### config.mk
export PLATFORM = sky130hd
export DESIGN_NAME = dom_cycle_seq
export DESIGN_NICKNAME = d
export VERILOG_FILES = /design/src/rtl/dcs_pkg.sv /design/src/rtl/dcs_hold_timer.sv /design/src/rtl/dcs_fsm.sv /design/src/rtl/dom_cycle_seq.sv
export SDC_FILE = /design/constraint.sdc
export NUM_CORES = 1
export LEC_CHECK = 0
export BUFFER_PORTS_ARGS = -buffer_cell sky130_fd_sc_hd__buf_4
export CAP_MARGIN = 20
export CORE_MARGIN = 1.5
export CORE_UTILIZATION = 45
export CTS_CLUSTER_DIAMETER = 150
export DETAILED_ROUTE_END_ITERATION = 6
export GPL_ROUTABILITY_DRIVEN = 1
export GPL_TIMING_DRIVEN = 0
export PLACE_DENSITY = 0.72
export SLEW_MARGIN = 5
export SYNTH_ARGS = -nofsm -noshare
export SYNTH_HDL_FRONTEND = slang
export SYNTH_SLANG_ARGS = --single-unit
### constraint.sdc
create_clock -name clk -period 1.4 [get_ports clk]
set_input_delay 0.28 -clock clk [delete_from_list [all_inputs] [get_ports clk]]
set_output_delay 0.28 -clock clk [all_outputs]
set_load 0.03 [all_outputs]
### src/rtl/dcs_pkg.sv
package dcs_pkg;
  typedef enum logic [2:0] {
    ST_ON      = 3'd0,
    ST_DRAIN   = 3'd1,
    ST_HOLD_DN = 3'd2,
    ST_OFF     = 3'd3,
    ST_HOLD_UP = 3'd4,
    ST_BYP_DN  = 3'd5
  } dcs_state_e;
endpackage

### src/rtl/dcs_hold_timer.sv
module dcs_hold_timer #(
  parameter int HOLD_CYCLES = 4
) (
  input  logic clk,
  input  logic rst,
  input  logic start,
  output logic expired
);
  localparam int CNT_W = (HOLD_CYCLES < 2) ? 1 : $clog2(HOLD_CYCLES);
  localparam logic [CNT_W-1:0] LAST = CNT_W'(HOLD_CYCLES - 1);

  logic [CNT_W-1:0] cnt;
  logic             run;

  always_ff @(posedge clk) begin
    if (rst) begin
      cnt <= '0;
      run <= 1'b0;
    end else if (start) begin
      cnt <= '0;
      run <= 1'b1;
    end else if (run) begin
      if (cnt == LAST) run <= 1'b0;
      else             cnt <= cnt + 1'b1;
    end
  end

  assign expired = run && (cnt == LAST);
endmodule

### src/rtl/dcs_fsm.sv
module dcs_fsm
  import dcs_pkg::*;
(
  input  logic clk,
  input  logic rst,
  input  logic shut_req,
  input  logic wake_req,
  input  logic path_idle,
  input  logic slave_mode,
  input  logic gate_clk,
  input  logic hold_expired,
  output logic hold_start,
  output logic bypass_o,
  output logic dom_rst_o,
  output logic dom_clk_en_o,
  output logic busy_o,
  output logic done_o
);
  dcs_state_e st;
  logic       mode_q;
  logic       gate_q;

  // the hold count starts when the domain reset is raised or the clock comes back
  assign hold_start = ((st == ST_DRAIN) && path_idle) ||
                      ((st == ST_OFF) && wake_req);

  always_ff @(posedge clk) begin
    if (rst) begin
      st           <= ST_ON;
      mode_q       <= 1'b0;
      gate_q       <= 1'b0;
      bypass_o     <= 1'b0;
      dom_rst_o    <= 1'b0;
      dom_clk_en_o <= 1'b1;
      busy_o       <= 1'b0;
      done_o       <= 1'b0;
    end else begin
      done_o <= 1'b0;
      unique case (st)
        ST_ON: if (shut_req) begin
          mode_q   <= slave_mode;
          gate_q   <= gate_clk;
          bypass_o <= slave_mode;
          busy_o   <= 1'b1;
          st       <= ST_DRAIN;
        end
        ST_DRAIN: if (path_idle) begin
          dom_rst_o <= 1'b1;
          st        <= ST_HOLD_DN;
        end
        ST_HOLD_DN: if (hold_expired) begin
          if (gate_q) dom_clk_en_o <= 1'b0;
          busy_o <= 1'b0;
          done_o <= 1'b1;
          st     <= ST_OFF;
        end
        ST_OFF: if (wake_req) begin
          dom_clk_en_o <= 1'b1;
          busy_o       <= 1'b1;
          st           <= ST_HOLD_UP;
        end
        ST_HOLD_UP: if (hold_expired) begin
          dom_rst_o <= 1'b0;
          if (mode_q) begin
            st <= ST_BYP_DN;
          end else begin
            busy_o <= 1'b0;
            done_o <= 1'b1;
            st     <= ST_ON;
          end
        end
        ST_BYP_DN: begin
          bypass_o <= 1'b0;
          busy_o   <= 1'b0;
          done_o   <= 1'b1;
          st       <= ST_ON;
        end
        default: st <= ST_ON;
      endcase
    end
  end
endmodule

### src/rtl/dom_cycle_seq.sv
module dom_cycle_seq #(
  parameter int HOLD_CYCLES = 4
) (
  input  logic clk,
  input  logic rst,
  input  logic shut_req,
  input  logic wake_req,
  input  logic path_idle,
  input  logic slave_mode,
  input  logic gate_clk,
  output logic bypass_o,
  output logic dom_rst_o,
  output logic dom_clk_en_o,
  output logic busy_o,
  output logic done_o
);
  logic hold_start;
  logic hold_expired;

  dcs_hold_timer #(.HOLD_CYCLES(HOLD_CYCLES)) u_timer (
    .clk     (clk),
    .rst     (rst),
    .start   (hold_start),
    .expired (hold_expired)
  );

  dcs_fsm u_fsm (
    .clk          (clk),
    .rst          (rst),
    .shut_req     (shut_req),
    .wake_req     (wake_req),
    .path_idle    (path_idle),
    .slave_mode   (slave_mode),
    .gate_clk     (gate_clk),
    .hold_expired (hold_expired),
    .hold_start   (hold_start),
    .bypass_o     (bypass_o),
    .dom_rst_o    (dom_rst_o),
    .dom_clk_en_o (dom_clk_en_o),
    .busy_o       (busy_o),
    .done_o       (done_o)
  );
endmodule

==> results of run 1 <==
state kept, by name, summed over array words and instances, names as in the netlist:
signal / count
u_timer.run: 1
u_timer.cnt: 2
u_fsm.gate_q: 1
u_fsm.st: 3
u_fsm.dom_rst_o: 1
u_fsm.mode_q: 1
u_fsm.busy_o: 1
u_fsm.bypass_o: 1
u_fsm.done_o: 1
u_fsm.dom_clk_en_o: 1
how the worst min path moves through the flow:
stage,start,end
6_report,rst,u_fsm.dom_clk_en_o
5_1_grt,rst,u_fsm.dom_clk_en_o
3_5_place_dp,u_fsm.dom_clk_en_o,u_fsm.dom_clk_en_o
2_1_floorplan,rst,u_fsm.dom_clk_en_o
3_3_place_gp,u_fsm.dom_clk_en_o,u_fsm.dom_clk_en_o
4_1_cts,rst,u_fsm.dom_clk_en_o
worst max-delay path, delay by kind of cell (launching register included):
kind                       cells  cell delay, ns
AOI/OAI and AO/OA              2            0.63
adders and majority gates      1            0.17
DFF                            1            0.35
and+or+nand+nor                1            0.21
cells in the final DEF (no fill, tap or decap), types with 2 or more instances in the layout:
cell,count
mux2i_1,2
clkbuf_4,3
nor3_1,2
dfxtp_1,10
nand3_1,2
nand2_1,12
nor2_1,4
a211o_1,2
a21oi_1,5
buf_6,2
dfxtp_2,3
o211ai_1,2
nor2b_1,2
buf_4,16
a221oi_1,2
nand2b_1,3
power by group:
part           switching (mW)  internal, mW
logic                   0.144         0.117
clock network           0.132         0.106
registers              0.0269         0.404
cell type report:
class | instances | area [µm²] | area share
Multi-Input combinational cell | 60 | 424 | 0.477
Sequential cell | 13 | 264 | 0.297
Timing Repair Buffer | 15 | 113 | 0.127
Buffer | 5 | 38.8 | 0.0436
Clock buffer | 3 | 22.5 | 0.0253
Tap cell | 15 | 18.8 | 0.0211
Clock inverter | 1 | 5.00 | 0.00563
Inverter | 1 | 3.75 | 0.00422
cells by family after synthesis:
group / after synthesis / synth area share
AOI/OAI and AO/OA: 20 / 0.209
adders and majority gates: 1 / 0.0180
DFF: 13 / 0.375
buffers and inverters: 6 / 0.0522
xor gates and xnor gates: 1 / 0.0126
muxes: 2 / 0.0288
and+or+nand+nor: 36 / 0.305
cell usage after synthesis, types with 2 or more instances:
| library cell | number |
|---|---|
| nand2_1 | 12 |
| o211ai_1 | 2 |
| a221oi_1 | 2 |
| nand3_1 | 2 |
| nor2b_1 | 3 |
| nor2_1 | 4 |
| nand2b_1 | 3 |
| nor3_1 | 2 |
| mux2i_1 | 2 |
| and3b_1 | 2 |
| buf_2 | 2 |
| dfxtp_1 | 13 |
| a211o_1 | 2 |
| a21oi_1 | 5 |
metal layers:
layer | wire (µm) | track usage | up-vias
met1 | 733 | 0.271 | 328
met4 | 80 | 0.0750 | 0
met2 | 830 | 0.314 | 32
li1 | - | - | 329
met5 | 0 | 0 | -
met3 | 92 | 0.0388 | 11
timing repair:
| item | CTS | global route |
|---|---|---|
| cloned | 0 | 0 |
| setup endpoints to repair | 1 | 3 |
| resized for setup | 2 | 10 |
| setup buffers | 2 | 2 |
| pin swaps | 2 | 3 |
==> run summary, run 1 <==
status = complete, but fails checks
failing checks = setup timing
Final nets = 107
GRT overflow = 0
R2R Path End = u_fsm.busy_o
P per Cell Area = 1050 mW/mm²
largest net degree at the start of global routing = 11
unrepaired setup endpoints after global routing = yes
Worst Max-Slew Pin Slew = 0.443 ns
Seq cells post-synth = 13
Fin Setup TNS = -0.0860 ns
CTS tree = done
ys async rst share = 0
synth warn = 0
clk buf depth = 2
Die ar. = 0.00179 mm²
dpl cell area = 796 µm²
core box area = 0.00137 mm²
synthesized cell area = 694 µm²
drt pass-1 iters = 4
die height = 42.3 µm
Via Count = 700
post-route cell area = 890 µm²
Post-synth EDFFs = 0
worst relative slew slack = 0.705
fillers = 128
Final period util = 1.06
# port buffers = 11
CP max FO = 4
vias in the first global route = 614
crit path cell chain = ha_4, and3b_2, a211o_1, a222oi_1
VDD IR max = 0.000649 V
CTS root buf = clkbuf_4
largest cells by area after synthesis = dfxtp_1 37%, nand2_1 6.5%, a21oi_1 3.6%
Initial Util = 0.508
cell taking the most area after synthesis = dfxtp_1
first-pass GRT wire length = 2760 µm
syn avg cell area = 8.79 µm²
CTS Sinks = 13
CP peak stage delay = 0.38 ns
CTS clk-pin slew, worst paths = 0.09 ns
Setup-failing EPs final = 1
P&R area growth vs syn = 28.1%
Syn Nets = 87
clock latency on the worst-skew pair = 0.28 ns
pre-CTS setup slack = -0.0558 ns
Placed Cells = 105
gr usage total = 0.200
Reg2Reg Depth = 4
Final WS setup = -0.0860 ns
Vias/cell = 6.19
initial DRC count = 39
Boundary Pins = 12
crit path max-delay cell type = a222oi_1
share of layout cells above drive strength 1 = 0.327
# hold bufs at CTS = 0
Max-cap violations = 0
post-synth top area share = 0.375
routability-driven placement congestion ratio = 0.885
Startpoint Class = register
Crit. End Element = register
placement row count = 13
leading register cell type out of synthesis = dfxtp_1
leakage = 0.362 nW
Final Routed Wirelength = 1740 µm
CP endpoint = u_fsm.busy_o
DRC Markers = 0
Setup Crit Path Kind = register to register
Num CTS Buffers = 3
post-layout util = 0.651
Hold Crit Class = input port to register
Critical Path RT = 1.55 ns
FF-to-FF Start = u_timer.cnt[0]
crit path time final = 1.49 ns
hold_ws = 0.224 ns
register area share after synthesis = 0.375
wire per inst = 15.4 µm
critical path data arrival time = 1.64 ns
total power = 0.931 mW
Max Transition Viols Final = 0
Hold Vio Cnt, Final = 0
Fin Clk Skew = 0.00859 ns
Die W = 42.3 µm
Reg2Reg Setup Slack = -0.09 ns
count of different cell masters after synthesis = 37
H-tree depth = 1
CP startpoint = u_timer.cnt[0]
initial antenna violation count = 0
dpl hpwl = 1120 µm
ANT cells = 0
hold depth = 2
fin cells = 113
synthesized instance count = 79
Antenna Nets Post-Route = 0
f_max = 673 MHz
No activity file was read; power rests on OpenSTA's default activity.
==> run 2, diff against run 1 <==
--- a/config.mk
+++ b/config.mk
@@ -5,7 +5,7 @@
 export SDC_FILE = /design/constraint.sdc
 export NUM_CORES = 1
 export LEC_CHECK = 0
-export BUFFER_PORTS_ARGS = -buffer_cell sky130_fd_sc_hd__buf_4
+export BUFFER_PORTS_ARGS = -buffer_cell sky130_fd_sc_hd__buf_2
 export CAP_MARGIN = 20
 export CORE_MARGIN = 1.5
 export CORE_UTILIZATION = 45
@@ -13,7 +13,7 @@
 export DETAILED_ROUTE_END_ITERATION = 6
 export GPL_ROUTABILITY_DRIVEN = 1
 export GPL_TIMING_DRIVEN = 0
-export PLACE_DENSITY = 0.72
+export PLACE_DENSITY = 0.69
 export SLEW_MARGIN = 5
 export SYNTH_ARGS = -nofsm -noshare
 export SYNTH_HDL_FRONTEND = slang
==> constraint.sdc (replaced) <==
create_clock -name clk -period 1.8 [get_ports clk]
set_input_delay 0.36 -clock clk [delete_from_list [all_inputs] [get_ports clk]]
set_output_delay 0.36 -clock clk [all_outputs]
set_load 0.03 [all_outputs]
==> run 2 against run 1 <==
The run now ends clean; clock skew shrank 0.0046 ns; highest routed layer unchanged; worst hold slack gained 0.096 ns; critical path depth is the same; flip-flop and latch count is the same; critical path type unchanged.
==> run summary, run 2 (same netlist as run 1, synthesis figures left out) <==
status = complete, no violations
Boundary Pins = 12 (unchanged)
Final period util = 0.820 (-0.241)
Startpoint Class = register
Setup-failing EPs final = 0 (-1)
leakage = 0.326 nW (-9.9%)
ANT cells = 0 (unchanged)
CP delay by family, top = compound AO/OA/AOI/OAI gates
Final Routed Wirelength = 1490 µm (-14%)
hold depth = 3 (+1)
initial DRC count = 24 (-38%)
Fin Setup TNS = 0 ns (+0.0860 ns)
crit path cell chain = ha_1, and3b_1, a211o_1, a222oi_1
Initial Util = 0.508 (unchanged)
H-tree depth = 1 (unchanged)
drt pass-1 iters = 4 (unchanged)
VDD IR max = 0.000477 V (-27%)
Num CTS Buffers = 3 (unchanged)
CTS root buf = clkbuf_4
GRT overflow = 0 (unchanged)
Hold Crit Class = input port to register
post-layout util = 0.582 (-0.0696)
Final nets = 103 (-3.7%)
CP peak stage delay = 0.33 ns (-0.05 ns)
Via Count = 649 (-7.3%)
Max Transition Viols Final = 0 (unchanged)
most flop-heavy register = u_fsm.st
Post-CTS Resized = 0 (-2)
CP max FO = 6 (+2)
clock latency on the worst-skew pair = 0.28 ns (about the same)
routability-driven placement congestion ratio = 0.859 (-3.0%)
first-pass GRT wire length = 2590 µm (-6.0%)
crit path time final = 1.48 ns (-0.00955 ns)
Fin Clk Skew = 0.00399 ns (-0.00460 ns)
unrepaired setup endpoints after global routing = no
postcts setup bufs = 0 (-2)
die height = 42.3 µm (unchanged)
top flop regs = u_fsm.st x3, u_timer.cnt x2
Hold Crit Start = gate_clk
Die W = 42.3 µm (unchanged)
share of layout cells above drive strength 1 = 0.213 (-0.114)
R2R Path End = u_fsm.busy_o
Reg2Reg Setup Slack = 0.32 ns (+0.41 ns)
Hold Path End = u_fsm.gate_q
core box area = 0.00137 mm² (unchanged)
Crit. End Element = register
CTS tree = done
f_max = 677 MHz (+0.65%)
placement row count = 13 (unchanged)
Vias/cell = 5.95 (-3.9%)
gr usage total = 0.194 (-0.00675)
max reg flops = 3 (unchanged)
initial antenna violation count = 0 (unchanged)
Setup Crit Path Kind = register to register
Die ar. = 0.00179 mm² (unchanged)
Critical Path RT = 1.97 ns (+0.42 ns)
clk buf depth = 2 (unchanged)
CP startpoint = u_timer.cnt[0]
Max-cap violations = 0 (unchanged)
P per Cell Area = 871 mW/mm² (-17%)
WP buf/inv = 0 (unchanged)
wire per inst = 13.7 µm (-11%)
# hold bufs at CTS = 0 (unchanged)
Worst Max-Slew Pin Slew = 0.478 ns (+0.0349 ns)
CTS Sinks = 13 (unchanged)
dpl hpwl = 1070 µm (-4.2%)
P&R area growth vs syn = 14.4%
Hold Vio Cnt, Final = 0 (unchanged)
DRC Markers = 0 (unchanged)
critical path data arrival time = 1.65 ns (about the same)
most frequent cells in the layout = 13 x buf_2, 13 x dfxtp_1, 12 x nand2_1, 5 x a21oi_1, 4 x nor2_1
worst relative slew slack = 0.681 (-0.0232)
largest net degree at the start of global routing = 11 (unchanged)
CTS clk-pin slew, worst paths = 0.08 ns (about the same)
Antenna Nets Post-Route = 0 (unchanged)
vias in the first global route = 597 (-2.8%)
crit path max-delay cell type = dfxtp_1
Reg2Reg Depth = 4 (unchanged)
# port buffers = 11 (unchanged)
FF-to-FF Start = u_timer.cnt[0]
fillers = 127 (-0.78%)
run 2: stage by stage:
stage / setup slack, ns / cell area, µm² / hold slack [ns] / total power, mW / std cells
after global routing: 0.233 / 795 / 0.334 / 0.733 / 109
after detailed placement: 0.334 / 768 / 0.448 / 0.517 / 105
final: 0.324 / 795 / 0.320 / 0.692 / 109
after global placement: 0.363 / 768 / 0.442 / 0.513 / 105
after floorplan: 0.449 / 694 / 0.437 / 0.471 / 79
after CTS: 0.312 / 795 / 0.320 / 0.697 / 109
run 2: power by group:
group / internal (mW) / leakage, nW / total, mW / switching [mW]
Sequential: 0.313 / 0.106 / 0.332 / 0.0189
Combinational: 0.0761 / 0.205 / 0.178 / 0.102
Clock: 0.0860 / 0.0150 / 0.182 / 0.0959
run 2: final cells by class:
type                       count  area [µm²]  share of cell area
tap                           15        18.8              0.0236
buffer                         5        32.5              0.0409
timing repair buffer          11        55.1              0.0693
multi-input combinational     60         398               0.501
inverter                       1        3.75             0.00472
sequential                    13         260               0.328
clock buffer                   4        26.3              0.0331
run 2: layer usage:
| layer | share of wire | track usage | routed length (µm) | vias up |
|---|---|---|---|---|
| met5 | 0 | 0 | 0 | - |
| met4 | 0.023 | 0.113 | 34 | 0 |
| met3 | 0.037 | 0.0302 | 55 | 5 |
| met2 | 0.49 | 0.308 | 724 | 16 |
| met1 | 0.45 | 0.245 | 674 | 306 |
| li1 | - | - | - | 322 |
run 2: tightest hold or removal path, cell delays in order:
cell     delay [ns]
buf_2          0.09
nand2_1        0.04
a21oi_1        0.05
run 2: worst max-delay path by stage:
| stage | to | slack, ns | depth (start not counted) |
|---|---|---|---|
| after detailed placement | u_fsm.busy_o | 0.33 | 4 |
| after floorplan | u_fsm.busy_o | 0.45 | 4 |
| after CTS | u_fsm.busy_o | 0.31 | 4 |
| final | u_fsm.busy_o | 0.32 | 4 |
| after global placement | u_fsm.busy_o | 0.36 | 4 |
| after global routing | u_fsm.busy_o | 0.23 | 4 |
